**config.mk**
```make
export PLATFORM = sky130hd
export DESIGN_NAME = fx_ovf_trap
export DESIGN_NICKNAME = d
export VERILOG_FILES = /design/src/rtl/fx_ovf_pkg.sv /design/src/rtl/fx_sign_code.sv /design/src/rtl/fx_ovf_decide.sv /design/src/rtl/fx_ovf_trap.sv
export SDC_FILE = /design/constraint.sdc
export NUM_CORES = 1
export LEC_CHECK = 0
export BUFFER_PORTS_ARGS = -buffer_cell sky130_fd_sc_hd__buf_2
export CORE_AREA = 2 2 39 41
export CTS_CLUSTER_SIZE = 16
export DETAILED_ROUTE_END_ITERATION = 7
export DIE_AREA = 0 0 41 43
export PLACE_DENSITY = 0.63
export RECOVER_POWER = 100
export SETUP_SLACK_MARGIN = 0.4
export SYNTH_ARGS = -nofsm -noshare
export SYNTH_HDL_FRONTEND = slang
export SYNTH_SLANG_ARGS = --single-unit
```
**constraint.sdc**
```tcl
create_clock -name clk -period 1.2 [get_ports clk]
set_input_delay 0.06 -clock clk [delete_from_list [all_inputs] [get_ports clk]]
set_output_delay 0.06 -clock clk [all_outputs]
set_load 0.01 [all_outputs]
```
**src/rtl/fx_ovf_pkg.sv**
```systemverilog
package fx_ovf_pkg;
  localparam int CC_W  = 4;
  localparam int CLS_W = 2;

  typedef enum logic [CLS_W-1:0] {
    CLS_ADDSUB = 2'd0,
    CLS_LOADNG = 2'd1,
    CLS_DIVIDE = 2'd2,
    CLS_MODIFY = 2'd3
  } op_cls_e;

  typedef struct packed {
    logic [CC_W-1:0] cc;
    logic            wr_en;
    logic            trap;
  } decision_t;
endpackage

```
**src/rtl/fx_sign_code.sv**
```systemverilog
module fx_sign_code (
  input  logic       neg_i,
  input  logic       zero_i,
  output logic [1:0] code_o
);
  always_comb begin
    if (zero_i)     code_o = 2'b00;
    else if (neg_i) code_o = 2'b10;
    else            code_o = 2'b01;
  end
endmodule

```
**src/rtl/fx_ovf_decide.sv**
```systemverilog
module fx_ovf_decide
  import fx_ovf_pkg::*;
(
  input  op_cls_e         cls_i,
  input  logic            ovf_i,
  input  logic            carry_i,
  input  logic [1:0]      code_i,
  input  logic [CC_W-1:0] cc_i,
  input  logic            mask_i,
  output decision_t       dec_o
);
  always_comb begin
    dec_o.trap = ovf_i & mask_i;
    unique case (cls_i)
      CLS_DIVIDE: begin
        dec_o.wr_en = ~ovf_i;
        dec_o.cc    = {cc_i[3], ovf_i, cc_i[1:0]};
      end
      CLS_ADDSUB: begin
        dec_o.wr_en = 1'b1;
        dec_o.cc    = {carry_i, ovf_i, code_i};
      end
      default: begin
        dec_o.wr_en = 1'b1;
        dec_o.cc    = {cc_i[3], ovf_i, code_i};
      end
    endcase
  end
endmodule

```
**src/rtl/fx_ovf_trap.sv**
```systemverilog
module fx_ovf_trap
  import fx_ovf_pkg::*;
#(
  parameter int          VEC_W    = 8,
  parameter logic [7:0]  TRAP_VEC = 8'h43
) (
  input  logic             clk,
  input  logic             rst,
  input  logic             res_vld_i,
  input  logic [CLS_W-1:0] op_cls_i,
  input  logic             ovf_i,
  input  logic             neg_i,
  input  logic             zero_i,
  input  logic             carry_i,
  input  logic [CC_W-1:0]  cc_i,
  input  logic             mask_i,
  output logic [CC_W-1:0]  cc_o,
  output logic             wr_en_o,
  output logic             trap_o,
  output logic [VEC_W-1:0] trap_vec_o,
  output logic             done_o
);
  localparam logic [VEC_W-1:0] VEC = VEC_W'(TRAP_VEC);

  logic [1:0] code;
  decision_t  dec;

  fx_sign_code u_code (
    .neg_i  (neg_i),
    .zero_i (zero_i),
    .code_o (code)
  );

  fx_ovf_decide u_dec (
    .cls_i   (op_cls_e'(op_cls_i)),
    .ovf_i   (ovf_i),
    .carry_i (carry_i),
    .code_i  (code),
    .cc_i    (cc_i),
    .mask_i  (mask_i),
    .dec_o   (dec)
  );

  always_ff @(posedge clk) begin
    if (rst) begin
      cc_o       <= '0;
      wr_en_o    <= 1'b0;
      trap_o     <= 1'b0;
      trap_vec_o <= '0;
      done_o     <= 1'b0;
    end else begin
      done_o     <= res_vld_i;
      wr_en_o    <= res_vld_i & dec.wr_en;
      trap_o     <= res_vld_i & dec.trap;
      trap_vec_o <= (res_vld_i & dec.trap) ? VEC : '0;
      if (res_vld_i) cc_o <= dec.cc;
    end
  end

  // idle cycles keep the condition code and drop the pulses
  assert_idle_hold_R2: assert property (@(posedge clk) disable iff (rst)
    !done_o |-> (!wr_en_o && !trap_o && (!$past(rst) -> $stable(cc_o))));

  // non-divide classes always commit
  assert_commit_R3: assert property (@(posedge clk) disable iff (rst)
    ($past(!rst) && $past(res_vld_i) && $past(op_cls_i) != CLS_DIVIDE) |-> wr_en_o);

  // divide overflow freezes flags and blocks the write
  assert_div_freeze_R6: assert property (@(posedge clk) disable iff (rst)
    ($past(!rst) && $past(res_vld_i) && $past(ovf_i) && $past(op_cls_i) == CLS_DIVIDE)
      |-> (!wr_en_o && cc_o[2] && cc_o[3] == $past(cc_i[3]) && cc_o[1:0] == $past(cc_i[1:0])));

  // a trap needs an overflow under the mask, and carries the vector
  assert_trap_cause_R8: assert property (@(posedge clk) disable iff (rst)
    trap_o |-> ($past(res_vld_i) && $past(ovf_i) && $past(mask_i) && trap_vec_o == VEC));

  // flags 3 and 4 never show the unused pattern after a completing operation
  assert_sign_code_R4: assert property (@(posedge clk) disable iff (rst)
    ($past(!rst) && done_o && $past(op_cls_i) != CLS_DIVIDE) |-> cc_o[1:0] != 2'b11);
endmodule

```
==> flow_summary.toml <==
[status]
status = "completed"

[worst_setup_path]
critPathMaxFanout = 4
slowest_delay_ns = 0.37
arrival_ns = 0.79
critPathLaunchType = "register"
crit_required_ns = 1.14
critPathBufInv = 1
crit_type = "register to primary output"
path_cells = "clkbuf_1"
path_delay_family = "flip-flops"
end_kind = "primary output"
cp_slowest_cell = "dfxtp_1"

[clock_network]
cts_buffer_depth = 2
clk_latency_ns = 0.25
clkTransAtPathRegs_ns = 0.05
cts_tree = "yes"
clock-sinks = 7
cts_made_buffers = 3
htreeDepth = 1
cts-root-buf = "clkbuf_4"

[synth]
synthesis.area_um2 = 329
synthTopCellsByArea = "dfxtp_1 (43%), buf_4 (18%), a311oi_1 (8.0%)"
ys_types = 15
synth.area.mux_share_pct = 3.04
synth-edff-count = 0
syn-mean-instance-area_um2 = 9.14
ys.flop_type = "dfxtp_1"
synthesis.instances = 36
synth_xor_area_share_pct = 0
synthSimpleGateAreaFrac_pct = 21.7
synth-seq-area-share_pct = 42.6
yosysTopAreaCellShare_pct = 42.6
synthTopCellsByCount = "buf_4 (8), dfxtp_1 (7), nor2_1 (5)"
synthAdderAreaFrac_pct = 0
synth_top_family_by_area = "simple AND/OR/NAND/NOR gates"
yosysWarnings = 0
synth-seq-cells = 7
synthArstFlopShare_pct = 0
synth_compound_area_share_pct = 11.8
yosysMostFrequentCell = "buf_4"
synth_top_area_cell = "dfxtp_1"

[global_route]
grt_antenna_before_repair = 0
first_global_vias = 263
grt_overflow = 0
track_usage_pct = 8.87
grt_max_degree = 9
grt_pass1_wl_mm = 1.00

[floorplanning]
io-pin-count = 29
die_area_um2 = 1760
die_height_um = 43
core_um2 = 1380
rows = 14
die_x_um = 41
start_util_pct = 23.8

[power_and_ir_drop]
power_density_nw_per_um2 = 1280
vdd_drop_max_uv = 566
leakagePower_nw = 0.190

[sta]
hold_violations = 0
report.final.slew_viol_count = 0
hold_slack_ns = 0.0273
period_minus_slack_ns = 0.849
skew_ns = 0
setup_viol = 0
fmaxAchievable_ghz = 1.18
tns_ns = 0
rsz0062_at_grt = "yes"
min_period_over_period_pct = 70.7

[detailed_routing]
drtPass1Iterations = 4
initialDrtViolationCount = 4
via_count = 290
antenna_left = 0
viasPerCell = 3.97
wl_um = 642
wl_per_cell_um = 8.79
drc = 0

[finish]
antenna_cells = 0
final_nets = 72
utilization_pct = 30.6
syn_to_final_growth_pct = 28.5
final_cell_count_no_fill = 73
drive_gt1_share_pct = 28.1

[placement]
gp_congestion = 0.631
portBuffers = 22
dpl.cell_count = 69

[job]
maxCapViolations = 0

[worst_hold_path]
hp-class = "input pin to register"
registers in the layout (all words and copies together), names as in the netlist:
register,cells
cc_o,4
trap_vec_o,1
wr_en_o,1
done_o,1
cell type report:
cell class | count | area [um2]
multi-input cells | 24 | 131
clock buffers | 4 | 26.3
flip-flops and latches | 7 | 141
repair buffers | 22 | 104
well taps | 16 | 20.0
fillers | 160 | 961
stage by stage:
stage	power (W)	setup slack, ns	area, um2
global placement	0.000340	0.248	409
detailed placement	0.000341	0.229	409
finish	0.000539	0.351	423
global route	0.000584	0.273	423
floorplan	0.000315	0.381	344
CTS	0.000559	0.420	437
layout by cell type, fill, tap and decap left out, drive strengths merged:
cell	instances
nor2b	2
or3b	1
clkbuf	14
mux2i	1
nand2	3
or3	1
a21boi	1
dfxtp	7
a311oi	3
buf	12
conb	5
and3	1
o21ai	1
nor2	5
report_power, final:
part	total (W)	leakage [nW]	internal, W	switching [W]
clock network	0.000209	0.0150	0.000127	0.0000823
registers	0.000253	0.0582	0.000247	0.00000612
logic	0.0000774	0.117	0.0000339	0.0000435
kinds of logic (layout without fill, tap and decap cells):
family	after synthesis	count (layout)
AND/OR/NAND/NOR	13	13
flip-flops	7	7
AO/OA/AOI/OAI	5	5
other	1	5
multiplexers	1	1
buffers and inverters	9	26
repair_timing:
item / in CTS / in global routing
hold endpoints to repair: 0 / 0
hold buffers: 0 / 0
setup buffers: 0 / 0
endpoints found under the setup margin: 3 / 6
resized for setup: 1 / 7
pin swaps: 0 / 0
layer usage:
layer,GRT usage (%),share of wire (%),wire [um],vias to the layer above
met3,10.5,18,117,0
met4,2.00,0,0,0
met1,9.45,38,244,117
met5,0,0,0,-
li1,-,-,-,151
met2,11.3,44,280,22
final timing paths:
check	depth (start not counted)	slack, ns	startpoint	end
min reg2reg	2	0.48	cc_o[0]	cc_o[0]
max reg2reg	2	0.48	cc_o[1]	cc_o[1]
max	1	0.35	trap_vec_o[1]	trap_vec_o[1]
min	2	0.03	ovf_i	wr_en_o
Note: power is estimated with default switching activity, not from simulation.
